<file path="src/rtl/cfg_lock_pkg.sv">
package cfg_lock_pkg;
   // Fixed register map locations that software sequences depend on
   localparam logic [7:0] ADR_CTRL   = 8'h10;
   localparam logic [7:0] ADR_PW0    = 8'h39;
   localparam logic [7:0] ADR_CMD    = 8'h3F;
   localparam logic [7:0] ADR_CFG    = 8'hC0;
   // Command and arming codes
   localparam logic [7:0] CMD_UPDATE = 8'h11;
   localparam logic [7:0] PROT_ARM   = 8'hFF;
   // Offsets inside the configuration mirror
   localparam int REF_OFS    = 6;   // C6h..C9h reference password
   localparam int PROT_OFS   = 10;  // CAh protection arm byte
   localparam int RFDIS_BIT  = 2;   // control byte refresh-disable bit
   localparam int MIN_CFG    = 11;
endpackage

</file>
<file path="src/rtl/cfg_pw_lock.sv">
module cfg_pw_lock
   import cfg_lock_pkg::*;
#(
   parameter int DATA_W = 8
) (
   input  logic              clk,
   input  logic              rst_n,
   input  logic [3:0]        pw_we,
   input  logic [DATA_W-1:0] wdata,
   input  logic [4*DATA_W-1:0] ref_word,
   output logic              locked
);
   logic [2:0][DATA_W-1:0] pw_q;

   always_ff @(posedge clk) begin
      if (!rst_n) begin
         pw_q   <= '0;
         locked <= 1'b1;
      end else begin
         for (int k = 0; k < 3; k++) begin
            if (pw_we[k]) pw_q[k] <= wdata;
         end
         // Final byte triggers the compare against the stored reference
         if (pw_we[3]) locked <= ({pw_q[0], pw_q[1], pw_q[2], wdata} != ref_word);
      end
   end

   // Lock state moves only on a write of the final password byte
   assert_lock_hold_R4: assert property (@(posedge clk) disable iff (!rst_n)
      !pw_we[3] |=> $stable(locked));
endmodule

</file>
<file path="src/rtl/cfg_refresh_timer.sv">
module cfg_refresh_timer #(
   parameter int REFRESH_CYCLES = 64
) (
   input  logic clk,
   input  logic rst_n,
   input  logic hold,
   output logic reload
);
   localparam int TW = (REFRESH_CYCLES > 1) ? $clog2(REFRESH_CYCLES) : 1;
   localparam logic [TW-1:0] TOP = TW'(REFRESH_CYCLES - 1);

   logic [TW-1:0] cnt_q;
   logic          tick;

   assign tick   = (cnt_q == '0);
   assign reload = tick & ~hold;

   always_ff @(posedge clk) begin
      if (!rst_n)    cnt_q <= TOP;
      else if (tick) cnt_q <= TOP;
      else           cnt_q <= cnt_q - TW'(1);
   end

   // Reloads are spaced by the full interval, never back to back
   assert_reload_spacing_R8: assert property (@(posedge clk) disable iff (!rst_n)
      reload |=> !reload);
endmodule

</file>
<file path="src/rtl/cfg_update_seq.sv">
module cfg_update_seq #(
   parameter int BUSY_CYCLES = 8
) (
   input  logic clk,
   input  logic rst_n,
   input  logic req,
   output logic busy,
   output logic commit
);
   localparam int CW = $clog2(BUSY_CYCLES + 1);
   localparam logic [CW-1:0] LOAD = CW'(BUSY_CYCLES - 1);

   logic [CW-1:0] cnt_q;

   assign commit = busy & (cnt_q == '0);

   always_ff @(posedge clk) begin
      if (!rst_n) begin
         busy  <= 1'b0;
         cnt_q <= '0;
      end else if (!busy) begin
         if (req) begin
            busy  <= 1'b1;
            cnt_q <= LOAD;
         end
      end else if (cnt_q == '0) begin
         busy <= 1'b0;
      end else begin
         cnt_q <= cnt_q - CW'(1);
      end
   end

   assert_busy_hold_R10: assert property (@(posedge clk) disable iff (!rst_n)
      (busy && !commit) |=> busy);
   assert_commit_ends_R10: assert property (@(posedge clk) disable iff (!rst_n)
      commit |=> !busy);
   assert_no_restart_R11: assert property (@(posedge clk) disable iff (!rst_n)
      (busy && req && !commit) |=> (busy && cnt_q == $past(cnt_q) - CW'(1)));
endmodule

</file>
<file path="src/rtl/cfg_nv_bank.sv">
module cfg_nv_bank #(
   parameter int CFG_BYTES = 11,
   parameter int DATA_W    = 8,
   parameter logic [CFG_BYTES*DATA_W-1:0] NV_INIT = '0
) (
   input  logic                               clk,
   input  logic                               rst_n,
   input  logic                               commit,
   input  logic                               reload,
   input  logic [CFG_BYTES-1:0]               byte_we,
   input  logic [DATA_W-1:0]                  wdata,
   output logic [CFG_BYTES-1:0][DATA_W-1:0]   mirror
);
   logic [CFG_BYTES-1:0][DATA_W-1:0] nv_q;

   always_ff @(posedge clk) begin
      if (!rst_n) begin
         for (int i = 0; i < CFG_BYTES; i++) begin
            nv_q[i]   <= NV_INIT[i*DATA_W +: DATA_W];
            mirror[i] <= NV_INIT[i*DATA_W +: DATA_W];
         end
      end else begin
         if (commit) nv_q <= mirror;
         for (int i = 0; i < CFG_BYTES; i++) begin
            if (byte_we[i])  mirror[i] <= wdata;
            else if (reload) mirror[i] <= nv_q[i];
         end
      end
   end

   // The persistent store changes only at the end of an update
   assert_nv_hold_R10: assert property (@(posedge clk) disable iff (!rst_n)
      !commit |=> $stable(nv_q));
endmodule

</file>
<file path="src/rtl/cfg_lock_regfile.sv">
module cfg_lock_regfile
   import cfg_lock_pkg::*;
#(
   parameter int ADDR_W         = 8,
   parameter int DATA_W         = 8,
   parameter int NUM_TIME_REGS  = 16,
   parameter int CFG_BYTES      = 11,
   parameter int REFRESH_CYCLES = 64,
   parameter int BUSY_CYCLES    = 8,
   parameter logic [CFG_BYTES*DATA_W-1:0] NV_INIT =
      {8'hFF, 8'h57, 8'h50, 8'h45, 8'h45, 48'h0}
) (
   input  logic              clk,
   input  logic              rst_n,
   input  logic [ADDR_W-1:0] addr,
   input  logic [DATA_W-1:0] wdata,
   input  logic              we,
   output logic [DATA_W-1:0] rdata
);
   // Elaboration-time parameter checks
   if (ADDR_W != 8 || DATA_W != 8) begin : g_bad_width
      $error("cfg_lock_regfile: bus must be 8-bit address and 8-bit data");
   end
   if (NUM_TIME_REGS < 1 || NUM_TIME_REGS > 16) begin : g_bad_time
      $error("cfg_lock_regfile: time bank must fit below the control byte");
   end
   if (CFG_BYTES < MIN_CFG || CFG_BYTES > 64) begin : g_bad_cfg
      $error("cfg_lock_regfile: mirror must reach the protection arm byte");
   end
   if (REFRESH_CYCLES < 2 || BUSY_CYCLES < 1) begin : g_bad_timing
      $error("cfg_lock_regfile: refresh interval >= 2 and busy period >= 1");
   end

   logic [NUM_TIME_REGS-1:0][DATA_W-1:0] time_q;
   logic [DATA_W-1:0]                    ctrl_q;
   logic [CFG_BYTES-1:0][DATA_W-1:0]     mirror;
   logic [NUM_TIME_REGS-1:0]             time_we;
   logic [CFG_BYTES-1:0]                 cfg_we;
   logic [3:0]                           pw_we;
   logic [4*DATA_W-1:0]                  ref_word;
   logic locked, prot_on, lk, wr_ok, ctrl_we;
   logic busy, commit, reload, cmd_req, refresh_off;

   assign prot_on     = (mirror[PROT_OFS] == PROT_ARM);
   assign lk          = prot_on & locked;
   assign wr_ok       = we & ~lk;
   assign ctrl_we     = wr_ok && (addr == ADR_CTRL);
   assign cmd_req     = wr_ok && (addr == ADR_CMD) && (wdata == CMD_UPDATE);
   assign refresh_off = ctrl_q[RFDIS_BIT];
   assign ref_word    = {mirror[REF_OFS], mirror[REF_OFS+1],
                         mirror[REF_OFS+2], mirror[REF_OFS+3]};

   // Per-register write decode
   for (genvar i = 0; i < NUM_TIME_REGS; i++) begin : g_time_dec
      assign time_we[i] = wr_ok && (addr == ADDR_W'(i));
   end
   for (genvar i = 0; i < CFG_BYTES; i++) begin : g_cfg_dec
      assign cfg_we[i] = wr_ok && (addr == ADR_CFG + ADDR_W'(i));
   end
   for (genvar k = 0; k < 4; k++) begin : g_pw_dec
      assign pw_we[k] = we && (addr == ADR_PW0 + ADDR_W'(k));
   end

   always_ff @(posedge clk) begin
      if (!rst_n) begin
         time_q <= '0;
         ctrl_q <= '0;
      end else begin
         for (int i = 0; i < NUM_TIME_REGS; i++) begin
            if (time_we[i]) time_q[i] <= wdata;
         end
         if (ctrl_we) ctrl_q <= wdata;
      end
   end

   cfg_pw_lock #(.DATA_W(DATA_W)) u_lock (
      .clk(clk), .rst_n(rst_n), .pw_we(pw_we), .wdata(wdata),
      .ref_word(ref_word), .locked(locked));

   cfg_update_seq #(.BUSY_CYCLES(BUSY_CYCLES)) u_seq (
      .clk(clk), .rst_n(rst_n), .req(cmd_req), .busy(busy), .commit(commit));

   cfg_refresh_timer #(.REFRESH_CYCLES(REFRESH_CYCLES)) u_timer (
      .clk(clk), .rst_n(rst_n), .hold(refresh_off | busy), .reload(reload));

   cfg_nv_bank #(.CFG_BYTES(CFG_BYTES), .DATA_W(DATA_W), .NV_INIT(NV_INIT)) u_nv (
      .clk(clk), .rst_n(rst_n), .commit(commit), .reload(reload),
      .byte_we(cfg_we), .wdata(wdata), .mirror(mirror));

   // Read multiplexer; password bytes and unmapped addresses read zero
   always_comb begin
      rdata = '0;
      for (int i = 0; i < NUM_TIME_REGS; i++) begin
         if (addr == ADDR_W'(i)) rdata = time_q[i];
      end
      if (addr == ADR_CTRL) rdata = ctrl_q;
      if (addr == ADR_CMD)  rdata = {{(DATA_W-1){1'b0}}, busy};
      for (int i = 0; i < CFG_BYTES; i++) begin
         if (addr == ADR_CFG + ADDR_W'(i)) rdata = lk ? '0 : mirror[i];
      end
   end

   assert_locked_time_R2: assert property (@(posedge clk) disable iff (!rst_n)
      (we && lk) |=> ($stable(time_q) && $stable(ctrl_q)));
   assert_locked_cmd_R3: assert property (@(posedge clk) disable iff (!rst_n)
      (lk && !busy) |=> !busy);
   assert_locked_cfg_R3: assert property (@(posedge clk) disable iff (!rst_n)
      (we && lk && !reload) |=> $stable(mirror));
   assert_rfdis_hold_R9: assert property (@(posedge clk) disable iff (!rst_n)
      (refresh_off && cfg_we == '0) |=> $stable(mirror));
endmodule

</file>
<file path="config.mk">
export PLATFORM = sky130hd
export DESIGN_NAME = cfg_lock_regfile
export DESIGN_NICKNAME = d
export VERILOG_FILES = /design/src/rtl/cfg_lock_pkg.sv /design/src/rtl/cfg_pw_lock.sv /design/src/rtl/cfg_refresh_timer.sv /design/src/rtl/cfg_update_seq.sv /design/src/rtl/cfg_nv_bank.sv /design/src/rtl/cfg_lock_regfile.sv
export SDC_FILE = /design/constraint.sdc
export NUM_CORES = 1
export LEC_CHECK = 0
export BUFFER_PORTS_ARGS = -buffer_cell sky130_fd_sc_hd__buf_4
export CORE_MARGIN = 3
export CORE_UTILIZATION = 35
export DETAILED_ROUTE_END_ITERATION = 7
export SKIP_CTS_REPAIR_TIMING = 1
export SYNTH_ARGS = -nofsm -noshare
export SYNTH_HDL_FRONTEND = slang
export SYNTH_SLANG_ARGS = --single-unit
export TNS_END_PERCENT = 1
</file>
<file path="constraint.sdc">
create_clock -name clk -period 2.6 [get_ports clk]
set_clock_uncertainty 0.2 [all_clocks]
set_input_delay 0.39 -clock clk [delete_from_list [all_inputs] [get_ports clk]]
set_output_delay 0.39 -clock clk [all_outputs]
set_load 0.05 [all_outputs]
</file>
==> impl_metrics.ini <==
[outcome]
outcome = finished with violations
violations = negative setup slack

[sta]
slew-limit-headroom_pct = 54.0
finalHoldViolations = 0
setup_viol = 22
setup_slack_ps = -918
post-route-min-period_ps = 3520
fmax_ghz = 0.284
rsz0062_at_grt = yes
worstMarginPinSlew_ps = 682
timing.final.crit_share_pct = 135
tns_ps = -6780
slew_violations = 0

[clock_tree]
path_clk_slew_ps = 60
root_buffer = clkbuf_16
numCtsBuffers = 40
clk_latency_ps = 570
clock_sinks = 348
clockBufferDepth = 3
cts-htree-levels = 2
cts_tree = done

[critical_path]
critPathRequiredTime_ps = 2010
cp-end-kind = output pin
critical_path.startpoint_type = register
path_class = register to output pin
crit_slowest_cell = or3_4
worst_ep_arrival_time_ps = 2930
worstPathCellList = nand4_1 > or3_4 > buf_6 > a311o_1 > a2111o_1 > nand4_1 > o31ai_4 > buf_6
cp_max_fo = 5
slowest_delay_ps = 530

[global_routing]
overflow = 0
grt_pass1_vias = 15000
grt_antenna_before_repair = 0
grt_pass1_wl_um = 90400
track_usage_pct = 23.1
grt_start_max_net_pins = 90

[synthesis]
syn_inst = 1975
synth_edf_count = 0
netlist_area_mm2 = 0.0166
synthTopCellsByArea = dfxtp_1 42%, mux2i_1 12%, nand2_1 6.6%
synth-main-ff-cell = dfxtp_1
yosysSeqAreaShare_pct = 41.9
yosysUniqueCellTypes = 80
ys_warn_count = 0
synth_top_cell_by_area = dfxtp_1
ys_ff_latch = 348
synth_area_per_cell_um2 = 8.41
async_flop_share_pct = 0
synth_fp_nets = 1997
synth_top_area_share_pct = 41.9

[min_path]
min_path_type = input port to register

[cells_and_area]
fin_util_pct = 45.4
layout_commonest_cell = dfxtp_1
most-common-layout-cells = 346 x dfxtp_1, 282 x nand2_1, 271 x buf_4
layout-drive-gt1-share_pct = 23.0
finalNetCount = 2180
num-fill-cells = 4543
area_growth_pct = 27.9
final_area_mm2 = 0.0212
antenna_cells = 0

[floorplan]
dieArea_mm2 = 0.0501
fp.dieH_um = 224
num_rows = 79
start_util_pct = 35.5
core_mm2 = 0.0468
die_w_um = 224
ios = 27

[placed_design]
place_ws_ps = -795
routabilityCongestion = 0.978
dp_hpwl_um = 42400
place_area_mm2 = 0.0193
portBuffers = 26

[routing]
wirelength_um = 59600
route.vias.total = 15500
drt_iter0_markers = 1402
drt_first_pass_iters = 5
wl_per_cell_um = 21.3
vias_per_cell = 5.56
drc = 0
ant_nets = 0

[power]
ir_drop_v = 0.000304
internal_power_uw = 9310
power_frac_clock_pct = 50.5
p_leak_uw = 0.00787
seqPwrFrac_pct = 44.1
comb_power_share_pct = 5.4
finalPower_uw = 12100
netSwitchingFraction_pct = 23.1
p_sw_uw = 2790
power_per_cell_area_mw_per_mm2 = 570

[flow_run]
max_cap_violations = 0
-- kinds of logic (layout without fill, tap and decap cells) --
| family | Yosys count | after routing | synth area share [%] |
|---|---|---|---|
| flip-flops | 348 | 348 | 41.9 |
| multiplexers | 216 | 216 | 13.7 |
| XOR/XNOR | 36 | 36 | 1.90 |
| AND/OR/NAND/NOR | 727 | 727 | 19.8 |
| buffers and inverters | 183 | 398 | 4.76 |
| AO/OA/AOI/OAI | 462 | 462 | 17.6 |
| adder cells (fa/ha/maj) | 3 | 3 | 0.226 |
-- cells in the mapped netlist, types with 11 or more instances --
library cell,n
nor2b_1,30
o22ai_1,13
mux2_2,12
nand2_1,292
buf_4,11
a22oi_1,18
mux2i_1,196
o21ai_0,92
buf_2,44
dfxtp_1,348
a211oi_1,90
nor2_1,248
nor3_1,19
clkbuf_1,108
nand4_1,16
a21oi_1,156
xnor2_1,34
nand3_1,46
-- through the flow --
stage | cells | hold slack (ps)
floorplan | 1975 | 171
finish | 2797 | 58.7
global route | 2797 | 45.1
CTS | 2793 | 16.2
global placement | 2719 | 181
detailed placement | 2719 | 184
-- worst max-delay path: cells and delay by family, from the launching register on --
| family | cells | cell delay (ps) |
|---|---|---|
| compound gates | 3 | 820 |
| buf+inv | 2 | 340 |
| flops | 1 | 330 |
| simple gates | 3 | 870 |
-- per-layer routing --
metal,up-vias,global-route usage [%],routed length (um)
met4,0,9.39,2050
met3,120,4.21,3650
met5,-,0,0
met1,7538,31.3,26500
met2,535,36.7,27300
li1,7353,-,-
-- sequential cells by signal (all words and copies together) (netlist names) --
signal / cells
u_nv.mirror: 88
u_seq.cnt_q: 4
u_lock.pw_q: 24
u_seq.busy: 1
time_q: 128
ctrl_q: 8
u_timer.cnt_q: 6
u_nv.nv_q: 88
u_lock.locked: 1
-- worst paths after layout --
path,from,endpoint,slack [ps],cells past startpoint
min,wdata[7],u_nv.mirror[31]$_SDFFE_PN0P_,60,3
min reg2reg,u_timer.cnt_q[0]$_SDFF_PP1_,u_timer.cnt_q[0]$_SDFF_PP1_,200,1
max reg2reg,u_nv.mirror[85]$_SDFFE_PN1P_,u_seq.cnt_q[2]$_SDFFE_PN0P_,-80,11
max,u_nv.mirror[85]$_SDFFE_PN1P_,rdata[1],-920,8
-- power groups by stage --
| stage | Combinational [uW] | Clock [uW] | Sequential (uW) |
|---|---|---|---|
| 5_1_grt | 686 | 6440 | 5340 |
| 2_1_floorplan | 315 | 0 | 5460 |
| 6_report | 657 | 6110 | 5340 |
| 4_1_cts | 632 | 6200 | 5340 |
| 3_5_place_dp | 631 | 0 | 5460 |
| 3_3_place_gp | 627 | 0 | 5460 |
-- layout make-up --
cell class / instances / area, um^2 / area share [%]
Timing Repair Buffer: 314 / 2800 / 13.2
Sequential cell: 348 / 6970 / 32.8
Tap cell: 607 / 759 / 3.58
Clock inverter: 15 / 225 / 1.06
Clock buffer: 59 / 1210 / 5.72
Inverter: 10 / 45.0 / 0.212
Multi-Input combinational cell: 1444 / 9230 / 43.5
Power figures use the tool's default switching activity.
